**config.mk**
```make
export PLATFORM = sky130hd
export DESIGN_NAME = at_cmd_serializer
export DESIGN_NICKNAME = d
export VERILOG_FILES = /design/src/rtl/at_ser_pkg.sv /design/src/rtl/at_ser_edge.sv /design/src/rtl/at_ser_frame.sv /design/src/rtl/at_ser_seq.sv /design/src/rtl/at_cmd_serializer.sv
export SDC_FILE = /design/constraint.sdc
export NUM_CORES = 1
export LEC_CHECK = 0
export BUFFER_PORTS_ARGS = -buffer_cell sky130_fd_sc_hd__buf_2
export CAP_MARGIN = 20
export CORE_ASPECT_RATIO = 1.5
export CORE_UTILIZATION = 40
export DETAILED_ROUTE_END_ITERATION = 12
export SLEW_MARGIN = 10
export SYNTH_ARGS = -nofsm -noshare
export SYNTH_HDL_FRONTEND = slang
export SYNTH_HIERARCHICAL = 1
export SYNTH_SLANG_ARGS = --single-unit
```
**constraint.sdc**
```tcl
create_clock -name clk_i -period 5.46 [get_ports clk_i]
set_clock_uncertainty 0.15 [all_clocks]
set_input_delay 0.546 -clock clk_i [delete_from_list [all_inputs] [get_ports clk_i]]
set_output_delay 0.546 -clock clk_i [all_outputs]
set_load 0.03 [all_outputs]
```
**src/rtl/at_ser_pkg.sv**
```systemverilog
package at_ser_pkg;

  typedef enum logic [1:0] {
    S_IDLE  = 2'd0,
    S_ISSUE = 2'd1,
    S_WAIT  = 2'd2,
    S_FIN   = 2'd3
  } seq_state_e;

endpackage

```
**src/rtl/at_ser_edge.sv**
```systemverilog
module at_ser_edge #(
  parameter int unsigned SYNC_STAGES = 2
) (
  input  logic clk_i,
  input  logic rst_ni,
  input  logic async_i,
  output logic pulse_o
);

  logic [SYNC_STAGES-1:0] sync_q;
  logic                   prev_q;

  always_ff @(posedge clk_i or negedge rst_ni) begin
    if (!rst_ni) begin
      sync_q <= '0;
      prev_q <= 1'b0;
    end else begin
      sync_q <= {sync_q[SYNC_STAGES-2:0], async_i};
      prev_q <= sync_q[SYNC_STAGES-1];
    end
  end

  assign pulse_o = sync_q[SYNC_STAGES-1] & ~prev_q;


  en_single_chk: assert property (@(posedge clk_i) disable iff (!rst_ni)
    pulse_o |=> !pulse_o);

endmodule

```
**src/rtl/at_ser_frame.sv**
```systemverilog
module at_ser_frame #(
  parameter int unsigned NUM_BYTES = 11,
  parameter int unsigned BYTE_W    = 8,
  localparam int unsigned FRAME_W  = NUM_BYTES * BYTE_W,
  localparam int unsigned IDX_W    = $clog2(NUM_BYTES)
) (
  input  logic               clk_i,
  input  logic               rst_ni,
  input  logic               load_i,
  input  logic [FRAME_W-1:0] frame_i,
  input  logic [IDX_W-1:0]   idx_i,
  output logic [BYTE_W-1:0]  byte_o
);

  localparam logic [IDX_W-1:0] LAST_IDX = IDX_W'(NUM_BYTES - 1);

  logic [FRAME_W-1:0] frame_q;
  logic [BYTE_W-1:0]  lanes [NUM_BYTES];

  always_ff @(posedge clk_i or negedge rst_ni) begin
    if (!rst_ni)     frame_q <= '0;
    else if (load_i) frame_q <= frame_i;
  end

  // lane 0 is the top character: sent first
  for (genvar g = 0; g < NUM_BYTES; g++) begin : g_lane
    assign lanes[g] = frame_q[(NUM_BYTES-1-g)*BYTE_W +: BYTE_W];
  end

  assign byte_o = (idx_i <= LAST_IDX) ? lanes[idx_i] : '0;


  frame_hold_chk: assert property (@(posedge clk_i) disable iff (!rst_ni)
    !load_i |=> $stable(frame_q));

endmodule

```
**src/rtl/at_ser_seq.sv**
```systemverilog
module at_ser_seq
  import at_ser_pkg::*;
#(
  parameter int unsigned NUM_BYTES = 11,
  localparam int unsigned IDX_W    = $clog2(NUM_BYTES)
) (
  input  logic             clk_i,
  input  logic             rst_ni,
  input  logic             start_i,
  input  logic             tx_done_i,
  output logic             load_o,
  output logic [IDX_W-1:0] idx_o,
  output logic             tx_valid_o,
  output logic             busy_o,
  output logic             done_o
);

  localparam logic [IDX_W-1:0] LAST_IDX = IDX_W'(NUM_BYTES - 1);

  seq_state_e       state_q;
  logic [IDX_W-1:0] idx_q;

  always_ff @(posedge clk_i or negedge rst_ni) begin
    if (!rst_ni) begin
      state_q <= S_IDLE;
      idx_q   <= '0;
    end else begin
      unique case (state_q)
        S_IDLE: if (start_i) begin
          state_q <= S_ISSUE;
          idx_q   <= '0;
        end
        S_ISSUE: state_q <= S_WAIT;
        S_WAIT: if (tx_done_i) begin
          if (idx_q == LAST_IDX) begin
            state_q <= S_FIN;
          end else begin
            idx_q   <= idx_q + 1'b1;
            state_q <= S_ISSUE;
          end
        end
        S_FIN: begin
          state_q <= S_IDLE;
          idx_q   <= '0;
        end
        default: state_q <= S_IDLE;
      endcase
    end
  end

  assign load_o     = start_i && (state_q == S_IDLE);
  assign idx_o      = idx_q;
  assign tx_valid_o = (state_q == S_ISSUE);
  assign busy_o     = (state_q != S_IDLE);
  assign done_o     = (state_q == S_FIN);


  valid_strobe_chk: assert property (@(posedge clk_i) disable iff (!rst_ni)
    tx_valid_o |=> !tx_valid_o);


  valid_cause_chk: assert property (@(posedge clk_i) disable iff (!rst_ni)
    $rose(tx_valid_o) |-> ($past(load_o) || $past(tx_done_i)));


  done_last_chk: assert property (@(posedge clk_i) disable iff (!rst_ni)
    $rose(done_o) |-> ($past(tx_done_i) && $past(idx_q) == LAST_IDX));


  done_single_chk: assert property (@(posedge clk_i) disable iff (!rst_ni)
    done_o |=> (!done_o && !busy_o));


  busy_ignore_chk: assert property (@(posedge clk_i) disable iff (!rst_ni)
    (start_i && busy_o) |=> !(tx_valid_o && idx_q == '0));

endmodule

```
**src/rtl/at_cmd_serializer.sv**
```systemverilog
module at_cmd_serializer #(
  parameter int unsigned NUM_BYTES   = 11,
  parameter int unsigned BYTE_W      = 8,
  parameter int unsigned SYNC_STAGES = 2
) (
  input  logic                          clk_i,
  input  logic                          rst_ni,
  input  logic                          msg_arrive_i,
  input  logic [NUM_BYTES*BYTE_W-1:0]   cmd_i,
  input  logic                          tx_done_i,
  output logic                          en_pulse_o,
  output logic [BYTE_W-1:0]             tx_data_o,
  output logic                          tx_valid_o,
  output logic                          busy_o,
  output logic                          frame_done_o
);

  localparam int unsigned IDX_W = $clog2(NUM_BYTES);

  logic             en_pulse;
  logic             load;
  logic [IDX_W-1:0] idx;

  at_ser_edge #(
    .SYNC_STAGES(SYNC_STAGES)
  ) u_edge (
    .clk_i  (clk_i),
    .rst_ni (rst_ni),
    .async_i(msg_arrive_i),
    .pulse_o(en_pulse)
  );

  at_ser_seq #(
    .NUM_BYTES(NUM_BYTES)
  ) u_seq (
    .clk_i     (clk_i),
    .rst_ni    (rst_ni),
    .start_i   (en_pulse),
    .tx_done_i (tx_done_i),
    .load_o    (load),
    .idx_o     (idx),
    .tx_valid_o(tx_valid_o),
    .busy_o    (busy_o),
    .done_o    (frame_done_o)
  );

  at_ser_frame #(
    .NUM_BYTES(NUM_BYTES),
    .BYTE_W   (BYTE_W)
  ) u_frame (
    .clk_i  (clk_i),
    .rst_ni (rst_ni),
    .load_i (load),
    .frame_i(cmd_i),
    .idx_i  (idx),
    .byte_o (tx_data_o)
  );

  assign en_pulse_o = en_pulse;

endmodule

```
==> results of run 1 <==
## placed cells by master, fill, tap and decap left out, drive strengths merged
| cell type | Yosys | routed |
|---|---|---|
| a211oi | 1 | 1 |
| a221o | 1 | 1 |
| a221oi | 8 | 8 |
| a22o | 9 | 9 |
| a31o | 1 | 1 |
| a31oi | 1 | 1 |
| and2 | 1 | 1 |
| and3 | 1 | 1 |
| and4 | 1 | 1 |
| buf | 17 | 105 |
| bufinv | 0 | 1 |
| clkbuf | 4 | 10 |
| clkinv | 0 | 3 |
| clkinvlp | 0 | 2 |
| dfrtp | 97 | 97 |
| ha | 7 | 7 |
| inv | 6 | 6 |
| mux2 | 89 | 89 |
| mux2i | 24 | 24 |
| mux4 | 8 | 8 |
| nand2b | 10 | 10 |
| nand3 | 2 | 2 |
| nand3b | 2 | 2 |
| nand4b | 1 | 1 |
| nor2 | 2 | 2 |
| nor2b | 7 | 7 |
| nor3 | 1 | 1 |
| o211ai | 1 | 1 |
| o2bb2ai | 8 | 8 |
| o31ai | 1 | 1 |
| o32a | 1 | 1 |
| or4b | 1 | 1 |
## cell usage after synthesis, types with 2 or more instances
| cell type | instances | share of area (%) |
|---|---|---|
| nor2b_4 | 2 | 0.60 |
| o2bb2ai_1 | 8 | 1.5 |
| mux2_1 | 7 | 1.7 |
| mux2_2 | 82 | 20 |
| buf_2 | 6 | 0.66 |
| mux2i_1 | 24 | 5.3 |
| buf_1 | 6 | 0.49 |
| a221oi_1 | 8 | 1.5 |
| nor2b_1 | 5 | 0.68 |
| clkbuf_1 | 4 | 0.33 |
| nand2b_1 | 10 | 1.4 |
| nand3_1 | 2 | 0.22 |
| buf_6 | 3 | 0.74 |
| mux4_2 | 8 | 3.9 |
| dfrtp_1 | 97 | 53 |
| nand3b_1 | 2 | 0.33 |
| ha_1 | 7 | 1.9 |
| a22o_1 | 9 | 1.7 |
| inv_1 | 6 | 0.49 |
## final cells by class
type	instances	area (um^2)	share of cell area, %
tap	147	184	3.35
timing repair buffer	105	553	10.1
clock inverter	6	67.6	1.23
multi-input combinational	189	2000	36.4
sequential	97	2430	44.2
clock buffer	10	239	4.35
inverter	6	22.5	0.410
## metal layers
metal	global-route usage, %	vias to the layer above	share of wire (%)
met2	31.0	71	53
li1	-	1352	-
met4	4.50	0	0.90
met5	0	-	0
met3	4.18	7	4.9
met1	22.2	1431	41
## how the worst min path moves through the flow
stage	from	end	slack, ps	cells past startpoint
global route	rst_ni	u_frame/frame_q[20]	90	1
CTS	rst_ni	u_frame/frame_q[20]	80	1
global placement	u_edge/sync_q[0]	u_edge/sync_q[1]	190	0
floorplan	rst_ni	u_edge/prev_q	100	0
detailed placement	u_edge/sync_q[0]	u_edge/sync_q[1]	190	0
finish	rst_ni	u_frame/frame_q[20]	50	1
## metrics by stage
step	util [%]	worst slack [ps]	area [um^2]	power, uW	cells
floorplan	-	3140	4580	2190	313
global placement	46.4	2580	5160	2480	543
detailed placement	46.4	2520	5160	2510	543
CTS	49.2	2150	5470	3150	559
global route	49.4	1980	5490	3320	560
finish	49.4	2150	5490	3130	560
## flip-flops by register name, summed over array words and instances (netlist names)
register / cells
u_frame/frame_q: 88
u_seq/state_q: 2
u_edge/sync_q: 2
u_edge/prev_q: 1
u_seq/idx_o: 4
## worst max-delay path, delay by kind of cell, from the launching register on
family,cells,cell delay [ps]
and+or+nand+nor,1,580
buffers and inverters,1,180
AOI/OAI and AO/OA,2,460
DFF,1,1050
## power groups by stage
stage | clock (uW) | sequential (uW) | combinational, uW
global route | 681 | 1380 | 1260
global placement | 0 | 1340 | 1140
detailed placement | 0 | 1350 | 1160
finish | 640 | 1330 | 1160
CTS | 654 | 1330 | 1160
floorplan | 0 | 1200 | 995
## cells by family after synthesis
logic type               Yosys count  synth area share [%]
AO/OA/AOI/OAI                     32                  6.15
adder cells (fa/ha/maj)            7                  1.91
flip-flops                        97                  53.0
buffers and inverters             27                  3.31
AND/OR/NAND/NOR                   29                  4.48
multiplexers                     121                  31.1
==> results.toml, run 1 <==
[worst_setup_path]
crit_path_start_kind = "flop"
critical_path_peak_fanout = 24
path_cells = "nor2b_1 -> a221oi_1 -> a22o_1 -> buf_2"
critical-path-slowest-cell = "dfrtp_1"
critPathCapture = "tx_data_o[4]"
arrival_ps = 2610
setup.worst_path.end_class = "output port"
timing_worst_setup_path_type = "reg -> out"
crit_start = "u_seq/idx_o[1]"
reg2reg_to = "u_seq/idx_o[3]"
setup.reg_to_reg.worst_slack_ps = 2820
cp.required_ps = 4760
timing.reg2reg.worst_path_depth = 5
worst_path_largest_cell_delay_ps = 1050
worstReg2RegStart = "u_seq/idx_o[0]"

[clocking]
htreeDepth = 3
post_cts.repair.setup_buffers = 0
worstSkewPairLatency_ps = 330
post_cts_resize_count = 0
cts_tree = "yes"
holdBufCountCts = 0
cts_root_buffer = "clkbuf_16"
numCtsBuffers = 9
clkTransAtPathRegs_ps = 70
max-clock-path-buffers = 2
clkSinkCount = 97

[final_layout]
n_antenna_cell = 0
layout-drive-gt1-share_pct = 53.0
layout.filler_cells = 1014
finalNetCount = 507
synthToLayoutAreaGrowth_pct = 20.1

[synth]
synth_cell_types = 36
synth_flop_cell = "dfrtp_1"
asyncSetResetFlopFracSynth_pct = 100
synth_edf_count = 0
ys_seq_area_share_pct = 53.0
post_synthesis_instance_total = 313
ys_seq_elements = 97
netlist_area_um2 = 4580
post_synthesis_average_cell_area_um2 = 14.6
syn_nets = 412
synth_warnings = 6

[pwr]
p_sw_share_pct = 33.3
worst_ir_drop_on_vdd_mv = 0.264
clkPwrFrac_pct = 20.5
netSwitchingPower_uw = 1040
power.combinational.fraction_pct = 37.1
cellLeakagePower_uw = 0.00240
power-per-cell-area_nw_per_um2 = 569
internal_portion_of_total_power_uw = 2080
power.sequential.fraction_pct = 42.4

[sta]
setup_repair_after_global_routing_missed_its_margin = "false"
timing.setup.tns_ps = 0
report.final.setup_viol = 0
max-slew-margin-rel_pct = 29.0
final_hold_violations = 0
fmaxAchievable_mhz = 303
finalCriticalPeriod_ps = 3310
slew_violations = 0
hold-worst-slack_ps = 53.5
timing_worst_slew_pin_value_ps = 1060
finalCritPeriodShare_pct = 60.5

[floorplan]
io_pins = 104
initial_utilization_pct = 41.2
die_area_um2 = 11900
chip_width_um = 89.3
floorplan.rows = 47
fp.dieH_um = 133
coreArea_um2 = 11100

[global_route]
first_pass_grt_wire_length_mm = 15.9
grt_antenna_before_repair = 0
grt.total_usage_pct = 17.9
first_global_vias = 3158
largest_net_degree_at_the_start_of_global_routing = 89
grt_remaining_overflow = 0

[placed_design]
buffer_ports.inserted = 103
place_hpwl_mm = 7.24
gp_congestion = 0.768

[drt]
route.final.wire_length_mm = 9.95
drt_iter0_drc = 123
routed_wire_length_per_instance_um = 17.8
vias_per_cell = 5.11
detailedRoute.firstPassIterationCount = 4
via_count = 2861
drt_drc_violations_left = 0
postRouteAntennaNets = 0

[status]
outcome = "finished clean"

[hold_path]
hp-class = "in -> async"

[job]
drv_cap = 0
Power figures use the tool's default switching activity.
==> inputs of run 2 (changes only) <==
Clock period 5.46 ns to 3.4 ns, I/O delays scaled along.
==> results.toml, run 2 (synthesis gave the netlist of run 1 again) <==
[placed_design]
buffer_ports.inserted = 103
place_hpwl_mm = 7.41
post-place-ws_ps = 900
gp_congestion = 0.790

[global_route]
first_global_vias = 3006
grt_antenna_before_repair = 0
grt.total_usage_pct = 18.1
first_pass_grt_wire_length_mm = 15.6
grt_remaining_overflow = 0
largest_net_degree_at_the_start_of_global_routing = 67

[drt]
postRouteAntennaNets = 0
route.final.wire_length_mm = 9.94
drt_drc_violations_left = 0
via_count = 2873
drt_iter0_drc = 108
routed_wire_length_per_instance_um = 17.6
vias_per_cell = 5.09
detailedRoute.firstPassIterationCount = 6

[floorplan]
fp.dieH_um = 133
floorplan.rows = 47
chip_width_um = 89.3
initial_utilization_pct = 41.2
die_area_um2 = 11900
io_pins = 104
coreArea_um2 = 11100

[clocking]
max-clock-path-buffers = 2
post_cts_resize_count = 0
clkTransAtPathRegs_ps = 70
clkSinkCount = 97
htreeDepth = 3
worstSkewPairLatency_ps = 330
cts_root_buffer = "clkbuf_16"
numCtsBuffers = 9
post_cts.repair.setup_buffers = 0
cts_tree = "yes"

[sta]
timing_worst_slew_pin_value_ps = 844
setup_repair_after_global_routing_missed_its_margin = "false"
post-route-worst-setup-slack_ps = 554
slew_violations = 0
hold-worst-slack_ps = -42.2
final_hold_violations = 64
finalCritPeriodShare_pct = 83.7
timing.setup.tns_ps = 0
finalCriticalPeriod_ps = 2850
max-slew-margin-rel_pct = 43.7
report.final.setup_viol = 0
fmaxAchievable_mhz = 351

[final_layout]
layout.filler_cells = 980
registers.top_by_ff_count = "u_frame/frame_q"
most-common-layout-cells = "buf_2, dfrtp_1, mux2_2, mux2i_1, nand2b_1"
layout-drive-gt1-share_pct = 52.8
largest_register_ffs = 88
synthToLayoutAreaGrowth_pct = 20.3
n_antenna_cell = 0
finalNetCount = 511
most_frequent_standard_cell_in_the_layout_excluding_fill_and_tap_cells = "buf_2"
layout.area.seq_um2 = 2430
multiInputGateArea_um2 = 2000

[worst_setup_path]
critical-path-slowest-cell = "dfrtp_2"
crit_path_start_kind = "flop"
arrival_ps = 2360
path_cells = "buf_4 -> mux2i_1 -> a221oi_1 -> a22o_1 -> buf_2"
cp.required_ps = 2910
worst_path_largest_cell_delay_ps = 770
timing_worst_setup_path_type = "reg -> out"
setup.worst_path.end_class = "output port"
critical_path_peak_fanout = 26

[pwr]
fin_total_pwr_uw = 4980
cellLeakagePower_uw = 0.00240
worst_ir_drop_on_vdd_mv = 0.515
power-per-cell-area_nw_per_um2 = 904

[hold_path]
hp-class = "in -> async"

[status]
failing_checks = "negative hold slack"
outcome = "finished, violations left"

[job]
drv_cap = 0
[run 2: worst max-delay path: cells and delay by family (launching register included)]
kind	cells	cell delay (ps)
mux	1	110
compound gates	2	570
flops	1	770
buf+inv	2	560
[run 2: repair_timing]
| action | 4_1_cts | 5_1_grt |
|---|---|---|
| endpoints found under the setup margin | 0 | 0 |
| hold buffers | 1 | 0 |
| endpoints found under the hold margin | 1 | 0 |
[run 2: through the flow]
step	hold WS [ps]	util (%)	area, um^2	instances
6_report	-42.2	49.5	5500	564
3_3_place_gp	185	46.8	5200	547
2_1_floorplan	-106	-	4580	313
3_5_place_dp	186	46.8	5200	547
5_1_grt	39.6	49.5	5500	564
4_1_cts	1.52	49.5	5500	564
[run 2: final timing paths]
path	start	endpoint	slack, ps	depth (start not counted)
worst min register to register	u_edge/sync_q[0]	u_edge/sync_q[1]	200	0
worst max-delay path	u_seq/idx_o[0]	tx_data_o[7]	550	5
worst min-delay path	rst_ni	u_frame/frame_q[20]	-40	1
min in group clk_i	cmd_i[64]	u_frame/frame_q[64]	70	2
worst max register to register	u_seq/idx_o[0]	u_seq/idx_o[3]	1030	5
max in group asynchronous	rst_ni	u_frame/frame_q[56]	2380	2
[run 2: layout make-up]
| type | instances | share of cell area, % |
|---|---|---|
| Clock buffer | 11 | 4.23 |
| Sequential cell | 97 | 44.1 |
| Clock inverter | 5 | 1.05 |
| Inverter | 6 | 0.409 |
| Timing Repair Buffer | 109 | 10.5 |
| Multi-Input combinational cell | 189 | 36.3 |
| Tap cell | 147 | 3.34 |
[run 2: metal layers]
layer	GRT usage [%]	vias to the layer above	wire (um)
met5	0	-	0
met4	6.35	0	170
met3	3.06	14	369
met1	22.0	1434	4090
li1	-	1355	-
met2	31.5	70	5310
[run 2: where the power goes]
| group | internal, uW | leakage [uW] | switching [uW] |
|---|---|---|---|
| Combinational | 1050 | 0.00111 | 849 |
| Clock | 569 | 0.000132 | 419 |
| Sequential | 1710 | 0.00116 | 380 |
==> inputs of run 3 (changes only) <==
Clock period 3.4 ns to 2.62 ns, I/O delays scaled along.
==> results.toml, run 3 (synthesis gave the netlist of run 1 again) <==
[global_route]
largest_net_degree_at_the_start_of_global_routing = 89
first_pass_grt_wire_length_mm = 16.4
grt.total_usage_pct = 18.7
grt_antenna_before_repair = 0
first_global_vias = 3394
grt_remaining_overflow = 0

[sta]
timing.setup.tns_ps = 0
fmaxAchievable_mhz = 401
setup_repair_after_global_routing_missed_its_margin = "false"
finalCriticalPeriod_ps = 2490
post-route-worst-setup-slack_ps = 126
timing_worst_slew_pin_value_ps = 834
slew_violations = 0
report.final.setup_viol = 0
max-slew-margin-rel_pct = 44.4
finalCritPeriodShare_pct = 95.2
final_hold_violations = 0

[clocking]
worstSkewPairLatency_ps = 340
cts_root_buffer = "clkbuf_16"
clkTransAtPathRegs_ps = 70
max-clock-path-buffers = 2
cts_tree = "yes"
clkSinkCount = 97
numCtsBuffers = 9
htreeDepth = 3
post_cts.repair.setup_buffers = 0

[placed_design]
post-place-ws_ps = 383
gp_congestion = 0.778
buffer_ports.inserted = 103
place_hpwl_mm = 7.26

[drt]
drt_iter0_drc = 88
route.final.wire_length_mm = 10.3
via_count = 3093
postRouteAntennaNets = 0
vias_per_cell = 4.96
detailedRoute.firstPassIterationCount = 4
drt_drc_violations_left = 0
routed_wire_length_per_instance_um = 16.5

[floorplan]
io_pins = 104
floorplan.rows = 47
chip_width_um = 89.3
coreArea_um2 = 11100
fp.dieH_um = 133
initial_utilization_pct = 41.2
die_area_um2 = 11900

[worst_setup_path]
arrival_ps = 2080
setup.worst_path.end_class = "output port"
critical_path_peak_fanout = 17
crit_path_start_kind = "flop"
cp.required_ps = 2210
timing_worst_setup_path_type = "reg -> out"

[hold_path]
hp-class = "in -> reg"

[final_layout]
layout.filler_cells = 927
most_frequent_standard_cell_in_the_layout_excluding_fill_and_tap_cells = "buf_2"
synthToLayoutAreaGrowth_pct = 33.5
layout-drive-gt1-share_pct = 47.4
finalNetCount = 571
most-common-layout-cells = "buf_2, dfrtp_1, mux2_2, dlygate4sd3_1, mux2i_1"
registers.top_by_ff_count = "u_frame/frame_q"
post-route-util_pct = 54.9
n_antenna_cell = 0
largest_register_ffs = 88

[pwr]
power-per-cell-area_nw_per_um2 = 1060
cellLeakagePower_uw = 0.00267
worst_ir_drop_on_vdd_mv = 0.618

[job]
drv_cap = 0

[status]
outcome = "finished clean"
==> run 3: timing repair <==
| item | CTS | global route |
|---|---|---|
| hold buffers | 57 | 0 |
| endpoints found under the hold margin | 118 | 0 |
| setup endpoints to repair | 0 | 7 |
| resized for setup | 0 | 2 |
==> run 3: metal layers <==
layer / GRT usage (%) / part of all wire (%) / vias up
li1: - / - / 1480
met1: 23.4 / 43 / 1537
met2: 31.6 / 52 / 65
met3: 3.62 / 3.2 / 11
met4: 6.44 / 1.6 / 0
met5: 0 / 0 / -
==> run 3: layout make-up <==
class                           instances  area [um^2]  share of cell area [%]
Sequential cell                        97         2430                    39.8
Multi-Input combinational cell        189         2000                    32.8
Timing Repair Buffer                  169         1190                    19.5
Clock buffer                           11          243                    3.97
Tap cell                              147          184                    3.01
Clock inverter                          5         31.3                   0.512
Inverter                                6         22.5                   0.369
==> run 3: stage by stage <==
stage / std cells / hold slack (ps) / power, uW / cell area, um^2
2_1_floorplan: 313 / -184 / 4570 / 4580
3_3_place_gp: 551 / 186 / 5210 / 5260
3_5_place_dp: 551 / 198 / 5270 / 5260
4_1_cts: 624 / 0.129 / 6560 / 6100
5_1_grt: 624 / 2.70 / 6900 / 6110
6_report: 624 / 11.1 / 6490 / 6110
==> run 3: worst paths after layout <==
| check | from | to | slack [ps] | cells past startpoint |
|---|---|---|---|---|
| min | cmd_i[42] | u_frame/frame_q[42] | 10 | 2 |
| max reg2reg | u_seq/state_q[0] | u_seq/idx_o[3] | 460 | 5 |
| min reg2reg | u_edge/sync_q[0] | u_edge/sync_q[1] | 210 | 0 |
| max in group asynchronous | rst_ni | u_edge/sync_q[1] | 1250 | 3 |
| min in group asynchronous | rst_ni | u_frame/frame_q[27] | 420 | 2 |
| max | u_seq/idx_o[0] | tx_data_o[2] | 130 | 5 |
==> run 3: report_power, final <==
part           total (uW)  internal [uW]  switching [uW]  leakage (uW)
Combinational        2600           1450            1150       0.00137
Clock                1210            666             543      0.000135
Sequential           2670           2220             450       0.00116
==> run 3: worst max-delay path, stage by stage, from the launching register on <==
cell	delay (ps)
dfrtp_4	600
buf_12	210
mux2i_1	120
a221oi_1	360
a22o_1	240
buf_2	200
